$ cat src/rtl/tmr_pkg.sv
package tmr_pkg;

  typedef enum logic [1:0] {TOP_FIXED, TOP_CMPA, TOP_CAP} topSrc_t;
  typedef enum logic [1:0] {UPD_NOW, UPD_TOP, UPD_BOT, UPD_NONE} updAt_t;
  typedef enum logic [1:0] {OVF_MAX, OVF_TOP, OVF_BOT} ovfAt_t;

  // fixedSel: 0 = 8-bit, 1 = 9-bit, 2 = 10-bit, 3 = full width
  typedef struct packed {
    logic    dual;
    logic    reserved;
    topSrc_t topSrc;
    logic [1:0] fixedSel;
    updAt_t  updAt;
    ovfAt_t  ovfAt;
  } modeInfo_t;

  // strobes from control to datapath
  typedef struct packed {
    logic inc;
    logic dec;
    logic clr;
    logic loadBuf;
    logic setOvf;
  } tmrCtl_t;

  function automatic modeInfo_t decodeMode(input logic [3:0] m);
    modeInfo_t r;
    r = '{dual: 1'b0, reserved: 1'b0, topSrc: TOP_FIXED, fixedSel: 2'd3,
          updAt: UPD_NOW, ovfAt: OVF_MAX};
    case (m)
      4'd0: ;
      4'd1, 4'd2, 4'd3: begin
        r.dual = 1'b1; r.fixedSel = m[1:0] - 2'd1;
        r.updAt = UPD_TOP; r.ovfAt = OVF_BOT;
      end
      4'd4: r.topSrc = TOP_CMPA;
      4'd5, 4'd6, 4'd7: begin
        r.fixedSel = m[1:0] - 2'd1; r.updAt = UPD_BOT; r.ovfAt = OVF_TOP;
      end
      4'd8, 4'd9: begin
        r.dual = 1'b1; r.topSrc = m[0] ? TOP_CMPA : TOP_CAP;
        r.updAt = UPD_BOT; r.ovfAt = OVF_BOT;
      end
      4'd10, 4'd11: begin
        r.dual = 1'b1; r.topSrc = m[0] ? TOP_CMPA : TOP_CAP;
        r.updAt = UPD_TOP; r.ovfAt = OVF_BOT;
      end
      4'd12: r.topSrc = TOP_CAP;
      4'd13: begin
        r.reserved = 1'b1; r.updAt = UPD_NONE;
      end
      default: begin
        r.topSrc = m[0] ? TOP_CMPA : TOP_CAP;
        r.updAt = UPD_BOT; r.ovfAt = OVF_TOP;
      end
    endcase
    return r;
  endfunction

endpackage

$ cat src/rtl/tmr_ctrl.sv
module tmr_ctrl
  import tmr_pkg::*;
#(
  parameter int CntW = 16
) (
  input  logic            clk,
  input  logic            rstN,
  input  logic            tick,
  input  logic [3:0]      mode,
  input  logic [CntW-1:0] count,
  input  logic [CntW-1:0] actA,
  input  logic [CntW-1:0] actB,
  input  logic [CntW-1:0] capTop,
  output tmrCtl_t         ctl,
  output logic            countDown,
  output logic            matchA,
  output logic            matchB,
  output logic            atTop,
  output logic            atBottom,
  output logic            modeErr
);

  localparam logic [CntW-1:0] Top8  = CntW'(255);
  localparam logic [CntW-1:0] Top9  = CntW'(511);
  localparam logic [CntW-1:0] Top10 = CntW'(1023);

  modeInfo_t       info;
  logic [CntW-1:0] topVal;
  logic            live, isTop, isBot, isMax, topZero, pastTop;
  logic            dirDown;

  assign info = decodeMode(mode);

  always_comb begin
    case (info.topSrc)
      TOP_CMPA: topVal = actA;
      TOP_CAP:  topVal = capTop;
      default: begin
        case (info.fixedSel)
          2'd0:    topVal = Top8;
          2'd1:    topVal = Top9;
          2'd2:    topVal = Top10;
          default: topVal = '1;
        endcase
      end
    endcase
  end

  assign live    = tick && !info.reserved;
  assign isTop   = (count == topVal);
  assign isBot   = (count == '0);
  assign isMax   = &count;
  assign topZero = (topVal == '0);
  assign pastTop = (count >= topVal);

  assign atTop    = live && isTop;
  assign atBottom = live && isBot;
  assign matchA   = live && (count == actA);
  assign matchB   = live && (count == actB);
  assign modeErr  = info.reserved;
  assign countDown = dirDown;

  always_comb begin
    ctl = '0;
    case (info.updAt)
      UPD_NOW: ctl.loadBuf = 1'b1;
      UPD_TOP: ctl.loadBuf = tick && isTop;
      UPD_BOT: ctl.loadBuf = tick && isBot;
      default: ctl.loadBuf = 1'b0;
    endcase
    if (live) begin
      if (!info.dual) begin
        if (isTop) ctl.clr = 1'b1;
        else       ctl.inc = 1'b1;
      end else if (topZero) begin
        ctl.clr = 1'b1;
      end else if (!dirDown) begin
        if (pastTop) ctl.dec = 1'b1;
        else         ctl.inc = 1'b1;
      end else begin
        if (isBot) ctl.inc = 1'b1;
        else       ctl.dec = 1'b1;
      end
      case (info.ovfAt)
        OVF_MAX: ctl.setOvf = isMax;
        OVF_TOP: ctl.setOvf = isTop;
        default: ctl.setOvf = isBot;
      endcase
    end
  end

  always_ff @(posedge clk) begin
    if (!rstN) begin
      dirDown <= 1'b0;
    end else if (live) begin
      if (!info.dual || topZero) dirDown <= 1'b0;
      else if (!dirDown && pastTop) dirDown <= 1'b1;
      else if (dirDown && isBot) dirDown <= 1'b0;
    end
  end

  AST_RESERVED_HOLD: assert property (@(posedge clk) disable iff (!rstN)
    info.reserved |=> (count == $past(count)));

  AST_IDLE_HOLD: assert property (@(posedge clk) disable iff (!rstN)
    !tick |=> ($stable(count) && $stable(countDown)));

  AST_SINGLE_WRAP: assert property (@(posedge clk) disable iff (!rstN)
    (live && !info.dual && isTop) |=> (count == '0));

  AST_DUAL_TURN_UP: assert property (@(posedge clk) disable iff (!rstN)
    (live && info.dual && dirDown && isBot && !topZero) |=> (count == CntW'(1) && !countDown));

endmodule

$ cat src/rtl/tmr_dp.sv
module tmr_dp
  import tmr_pkg::*;
#(
  parameter int CntW = 16
) (
  input  logic            clk,
  input  logic            rstN,
  input  tmrCtl_t         ctl,
  input  logic [CntW-1:0] cmpA,
  input  logic [CntW-1:0] cmpB,
  input  logic            ovfClr,
  output logic [CntW-1:0] count,
  output logic [CntW-1:0] actA,
  output logic [CntW-1:0] actB,
  output logic            ovfFlag
);

  always_ff @(posedge clk) begin
    if (!rstN) begin
      count <= '0;
    end else if (ctl.clr) begin
      count <= '0;
    end else if (ctl.inc) begin
      count <= count + CntW'(1);
    end else if (ctl.dec) begin
      count <= count - CntW'(1);
    end
  end

  always_ff @(posedge clk) begin
    if (!rstN) begin
      actA <= '0;
      actB <= '0;
    end else if (ctl.loadBuf) begin
      actA <= cmpA;
      actB <= cmpB;
    end
  end

  always_ff @(posedge clk) begin
    if (!rstN)            ovfFlag <= 1'b0;
    else if (ctl.setOvf)  ovfFlag <= 1'b1;
    else if (ovfClr)      ovfFlag <= 1'b0;
  end

  AST_OVF_STICKY: assert property (@(posedge clk) disable iff (!rstN)
    (ovfFlag && !ovfClr) |=> ovfFlag);

  AST_OVF_CLEAR: assert property (@(posedge clk) disable iff (!rstN)
    (ovfClr && !ctl.setOvf) |=> !ovfFlag);

endmodule

$ cat src/rtl/wave_timer.sv
module wave_timer
  import tmr_pkg::*;
#(
  parameter int CntW = 16
) (
  input  logic            clk,
  input  logic            rstN,
  input  logic            tick,
  input  logic [3:0]      mode,
  input  logic [CntW-1:0] cmpA,
  input  logic [CntW-1:0] cmpB,
  input  logic [CntW-1:0] capTop,
  input  logic            ovfClr,
  output logic [CntW-1:0] count,
  output logic            countDown,
  output logic            matchA,
  output logic            matchB,
  output logic            atTop,
  output logic            atBottom,
  output logic            ovfFlag,
  output logic            modeErr
);

  tmrCtl_t         ctl;
  logic [CntW-1:0] actA, actB;

  tmr_ctrl #(.CntW(CntW)) uCtrl (
    .clk(clk), .rstN(rstN), .tick(tick), .mode(mode),
    .count(count), .actA(actA), .actB(actB), .capTop(capTop),
    .ctl(ctl), .countDown(countDown), .matchA(matchA), .matchB(matchB),
    .atTop(atTop), .atBottom(atBottom), .modeErr(modeErr)
  );

  tmr_dp #(.CntW(CntW)) uDp (
    .clk(clk), .rstN(rstN), .ctl(ctl), .cmpA(cmpA), .cmpB(cmpB),
    .ovfClr(ovfClr), .count(count), .actA(actA), .actB(actB),
    .ovfFlag(ovfFlag)
  );

endmodule

$ cat config.mk
export PLATFORM = sky130hd
export DESIGN_NAME = wave_timer
export DESIGN_NICKNAME = d
export VERILOG_FILES = /design/src/rtl/tmr_pkg.sv /design/src/rtl/tmr_ctrl.sv /design/src/rtl/tmr_dp.sv /design/src/rtl/wave_timer.sv
export SDC_FILE = /design/constraint.sdc
export NUM_CORES = 1
export LEC_CHECK = 0
export BUFFER_PORTS_ARGS = -buffer_cell sky130_fd_sc_hd__buf_4
export CAP_MARGIN = 5
export CORE_MARGIN = 2
export CORE_UTILIZATION = 40
export DETAILED_ROUTE_END_ITERATION = 10
export GPL_TIMING_DRIVEN = 0
export PLACE_DENSITY_LB_ADDON = 0.1
export SLEW_MARGIN = 20
export SYNTH_ARGS = -nofsm -noshare
export SYNTH_HDL_FRONTEND = slang
export SYNTH_SLANG_ARGS = --single-unit
$ cat constraint.sdc
create_clock -name clk -period 12.5 [get_ports clk]
set_clock_uncertainty 0.2 [all_clocks]
set_input_delay 0 -clock clk [delete_from_list [all_inputs] [get_ports clk]]
set_output_delay 0 -clock clk [all_outputs]
set_load 0.01 [all_outputs]
After elaboration in Yosys (flattened, before gate mapping). Index checks and enable logic that the tools add are counted.

Register bits after elaboration: 50. Bits of input ports: 56.

Add/sub/neg operators: 3. Order comparisons: 1. Equality and inequality tests: 23. Muxes and demuxes: 32. Bitwise operators: 1. Reductions and logical operators: 31.

Operators with widths (count): $eq A16 B16 Y1 (3); $pmux W16 S3 (1); $logic_not A16 Y1 (2); $mux W16 (2); $pmux W16 S2 (1); $eq A4 B4 Y1 const B (6); $mux W1 (18); $add A16 B1 Y16 const B (1); $eq A4 B3 Y1 const B (4); $ge A16 B16 Y1 (1); $reduce_and A16 Y1 (1); $sub A16 B1 Y16 const B (1); $pmux W2 S3 (2); $logic_and A1 B1 Y1 (9); $eq A2 B1 Y1 const B (4); $eq A4 B2 Y1 const B (2); $mux W2 (4); $reduce_or A8 Y1 (1); $reduce_or A7 Y1 (1); $eq A2 B2 Y1 const B (3); $logic_not A2 Y1 (3); $reduce_or A6 Y1 (1); $reduce_or A5 Y1 (1); $eq A4 B1 Y1 const B (1); other kinds (15) (18).

Logic depth before layout (Yosys ltp).
Depth after elaboration: 14. Gate-level depth with buffers: 29. Mapped depth without buffers: 28.

Cells and area by module. A second synthesis with hierarchy kept.

Cells, all modules: 464. Area total of the unflattened synthesis: 3973.8 sq um.

Modules (own cells, without submodules): tmr_dp (instances 1, cells each 258, area each 2457.4 sq um, sequential area each 980.9 sq um); tmr_ctrl (instances 1, cells each 206, area each 1516.5 sq um, sequential area each 20.0 sq um).

Least setup slack after synthesis. No wires, ideal clock.

Path kind: input port to flip-flop. Start: input port mode[1]. End: register uDp.count[13]. Library setup time: 0.070 ns. Arrival: 5.176 ns. Data required time: 12.230 ns. Setup slack: 7.053 ns. Stages: 23. Path through: inv_1 ha_1 or3_1 o31ai_1 inv_1 ha_1 buf_4 a221oi_1 ha_1 a2111oi_0 o221ai_1 a311o_1 o21ai_2 nand2_1 ha_1 a211oi_1 o211ai_1 a311o_1 a21oi_1 nor2_1 xnor2_1 or3_1 a21oi_1.

Word-level cells in the longest chain between the ends: 13.

Ends and longest elaborated chain: start: declaration (line wave_timer.sv:9) `input logic [3:0] mode,`; $eq A4 B3 Y1, or another cell as far along (line tmr_pkg.sv:30) `case (m)`; $reduce_or A6 Y1 (no source line); $mux W2; $eq A2 B2 Y1, or another cell as far along (line tmr_ctrl.sv:39) `case (info.fixedSel)`; $pmux W16 S3 (line tmr_ctrl.sv:39); $pmux W16 S2 (line tmr_ctrl.sv:35) `case (info.topSrc)`; $ge A16 B16 Y1 (line tmr_ctrl.sv:54) `assign pastTop = (count >= topVal);`; $mux W1 (line tmr_ctrl.sv:78) `if (pastTop) ctl.dec = 1'b1;`; $mux W2 (line tmr_ctrl.sv:77) `end else if (!dirDown) begin`; $mux W2 (line tmr_ctrl.sv:75) `end else if (topZero) begin`; $mux W1 (line tmr_ctrl.sv:72) `if (!info.dual) begin`; $mux W3 (*) (line tmr_ctrl.sv:71) `if (live) begin`; $mux W16 / $reduce_bool A2 Y1 (equally long branches); end signal: assignment (line tmr_dp.sv:24) `count <= count + CntW'(1);`; end signal: assignment (line tmr_dp.sv:26) `count <= count - CntW'(1);`; end: declaration (line tmr_dp.sv:12) `output logic [CntW-1:0] count,`.

Mark *: on every way between the ends. The rest lies on a longest branch, timed or not. A chain may end at the register's enable or synchronous reset.

Final worst setup path.
Start: input port mode[0]. End: register uDp.count[13].

Same word-level chain as after synthesis.

==> impl_results.md <==
- Die ar.: roughly 10000 sq um
- Vias: about 3800
- CTS tree: yes
- Post-DRT Antenna Nets: 0
- Largest net degree at the start of global routing: 19
- Status: complete, no violations
- NumNets Final: about 670
- Post-synth EDFFs: 0
- Max_slew headroom: 0.5646
- Via density: 5.391
- Top_reg_cell synth: dfxtp_1
- Mapped Nets: roughly 550
- Pwr dens: 138.1 nW/um^2
- Unique cell type count in the Yosys netlist: 55
- Area occupied by registers: between 1000 and 1500 sq um
- CP Data Arrival Time: between 6 and 7 ns
- Yosys top cell by area: dfxtp_1
- Crit share post-route: 0.4916
- Initial Util: 0.4144
- Cell family with most CP delay: compound AO/OA/AOI/OAI gates
- CP dominant cell by count: ha_1
- Setup crit end kind: flop
- CTS sink cnt: 50
- Critical-path cell list: buf_4 > ha_1 > or3_1 > o31ai_1 > inv_1 > ha_1 > buf_4 > a221oi_1 > ha_1 > a2111oi_0 > o221ai_1 > a311o_1 > o21ai_2 > nand2_1 > ha_1 > a211oi_1 > o211ai_1 > a311o_1 > a21oi_1 > nor2_1 > xnor2_1 > or3_1 > a21oi_1
- Minimum clock period: between 6 and 7 ns
- Synth top area share: 0.2602
- Die Height: roughly 100 um
- Antenna violations before repair: 0
- Iter 0 DRT Violations: around 190
- # diodes: 0
- Synthesized instance count: ~450
- Drt wl/cell: roughly 17 um
- Slowest cell delay on critical path: roughly 0.46 ns
- Peak supply drop: around 0.071 mV
- HPWL Detailed: around 8600 um
- Critical path buffers and inverters: 3
- Insertion delay to the later sink of the worst-skew pair: between 0.3 and 0.4 ns
- PortBufs: 77
- CORE AREA: 9284 sq um
- Hold violation count in the final report: 0
- GR Overflow Total: 0
- CTS clock-pin slew for the worst setup and hold paths: around 0.10 ns
- Fillers: 900
- Total Routing Usage GR: 0.2312
- Final hold slack: 0.05714 ns
- First-pass GRT wire length: between 15000 and 20000 um
- Leak Pwr: between 0.002 and 0.0025 uW
- Placed cell area: ~4600 sq um
- Root buf cell: clkbuf_8
- Vias in the first global route: about 3700
- Crit-path slowest cell: ha_1
- Slew Viols, Final: 0
- Share of cells above drive strength 1: 0.1861
- Hold crit path type: in2reg
- Post-route insts no fill: about 700
- Final design utilization: 0.5434
- Critical-path maximum fanout: 15
- Multi-input gate area: ~2600 sq um
- Most frequent cell after synthesis: nor2_1
- Count of final setup violators: 0
- Crit path kind: in2reg
- Die Wd: between 100 and 150 um
- Worst-Margin Slew: about 0.65 ns
- FMAX: 162.7 MHz
- Post-CTS Resized: 0
- Synth area leaders: dfxtp_1 26%, ha_1 12%, mux2i_1 8.6%, xor2_1 7.3%, nor2_1 6.0%
- Clk buf depth: 2
- Post-route DRC: 0
- First-pass detailed-route iteration total: 4
- Yosys warns: 0
- I/O pins: 79
- FP Rows: 35
- MaxCap Viol Count: 0
- Asr flop ratio synth: 0
- Area growth, synth to finish: 31.12%
- Unrepaired setup endpoints after global routing: no
- Design Area, Final: around 5000 sq um
- H-tree depth: 2
- Seq/Total Area, Yosys: 0.2602
- Synth top cells by count: 61 x nor2_1, 50 x dfxtp_1, 36 x ha_1
- Cell total after placement: 660
- Final Wtd Congestion: between 0.8 and 0.9
- FF+latch count, synth: 50
- Cell Area, Synth: a little under 4000 sq um
- Post-Route WL: 11650 um
- CTS buffer count: 5
- Startpoint Class: primary input
- Critical Path RT: ~13 ns
- Post-Syn Area per Cell: around 8.5 sq um
- Fin Setup TNS: 0 ns
[flip-flops by register name, summed over array words and instances, names as in the netlist]
signal / cells
uDp.actA: 16
uDp.actB: 16
uDp.count: 16
uCtrl.countDown: 1
uDp.ovfFlag: 1
[per-layer routing]
| metal | global-route usage | vias up | routed length [um] |
|---|---|---|---|
| met5 | 0 | - | 0 |
| met1 | 0.3038 | 1768 | 5133 |
| met3 | 0.03078 | 12 | 686 |
| met2 | 0.4079 | 112 | 5693 |
| li1 | - | 1903 | - |
| met4 | 0.04513 | 0 | 131 |
[final timing paths]
kind / slack, ns / to / cells past startpoint / startpoint
max: 6.35 / uDp.count[13] / 23 / mode[0]
min: 0.06 / uDp.ovfFlag / 5 / mode[2]
max reg2reg: 7.24 / uDp.count[13] / 16 / uDp.actA[7]
min reg2reg: 0.30 / uDp.ovfFlag / 2 / uDp.ovfFlag
[cell type report]
class,count,area share
multi-input combinational,365,0.5233
sequential,50,0.1984
timing repair buffer,113,0.1860
tap,129,0.03199
buffer,23,0.02902
clock buffer,5,0.01364
inverter,16,0.01190
clock inverter,3,0.005704
[report_power, final]
part           switching [uW]  internal [uW]
Combinational             182            174
Clock                    63.6           42.0
Sequential               53.3            182
Total                     299            397
[stage by stage]
stage	setup WS, ns	total power [uW]
3_5_place_dp	6.107	583.0
3_3_place_gp	6.132	576.3
5_1_grt	5.963	750.0
4_1_cts	6.422	698.5
2_1_floorplan	7.053	471.7
6_report	6.355	696.6
[logic make-up (layout without fill, tap and decap cells)]
kind of cell / after synthesis / after routing / synth area share
AOI/OAI and AO/OA: 102 / 102 / 0.1850
adders and majority gates: 37 / 37 / 0.1223
muxes: 34 / 34 / 0.09171
xor gates and xnor gates: 45 / 45 / 0.1024
and+or+nand+nor: 147 / 147 / 0.1847
buffers and inverters: 39 / 160 / 0.05366
DFF: 50 / 50 / 0.2602
[worst reg2reg max path: stages, from the launching register on]
cell	delay, ns
dfxtp_1	0.36
a221oi_1	0.39
ha_1	0.33
a2111oi_0	0.43
o221ai_1	0.21
a311o_1	0.42
o21ai_2	0.18
nand2_1	0.41
ha_1	0.46
a211oi_1	0.34
o211ai_1	0.18
a311o_1	0.38
a21oi_1	0.21
nor2_1	0.09
xnor2_1	0.12
or3_1	0.31
a21oi_1	0.15
[cells in the final DEF, fill, tap and decap left out, types with 6 or more instances in the layout]
master | Yosys | routed
xor2_1 | 32 | 32
a21oi_1 | 27 | 27
nand2_1 | 16 | 16
clkbuf_1 | 7 | 7
buf_4 | 7 | 84
inv_1 | 16 | 16
a22oi_1 | 8 | 8
nand4_1 | 14 | 14
o21ai_0 | 13 | 13
nor2_1 | 61 | 61
mux2i_1 | 33 | 33
nor3_1 | 14 | 14
a221oi_1 | 6 | 6
ha_1 | 36 | 36
nand2b_1 | 6 | 6
nor4_1 | 12 | 12
o21a_1 | 10 | 10
xnor2_1 | 13 | 13
dfxtp_1 | 50 | 50
nand3_1 | 11 | 11
dlygate4sd3_1 | 0 | 36
[what timing repair did]
item	in CTS	in global routing
setup endpoints to repair	0	0
hold endpoints to repair	37	0
hold buffers	36	0
setup buffers	0	0
Note: power is estimated with default switching activity, not from simulation.
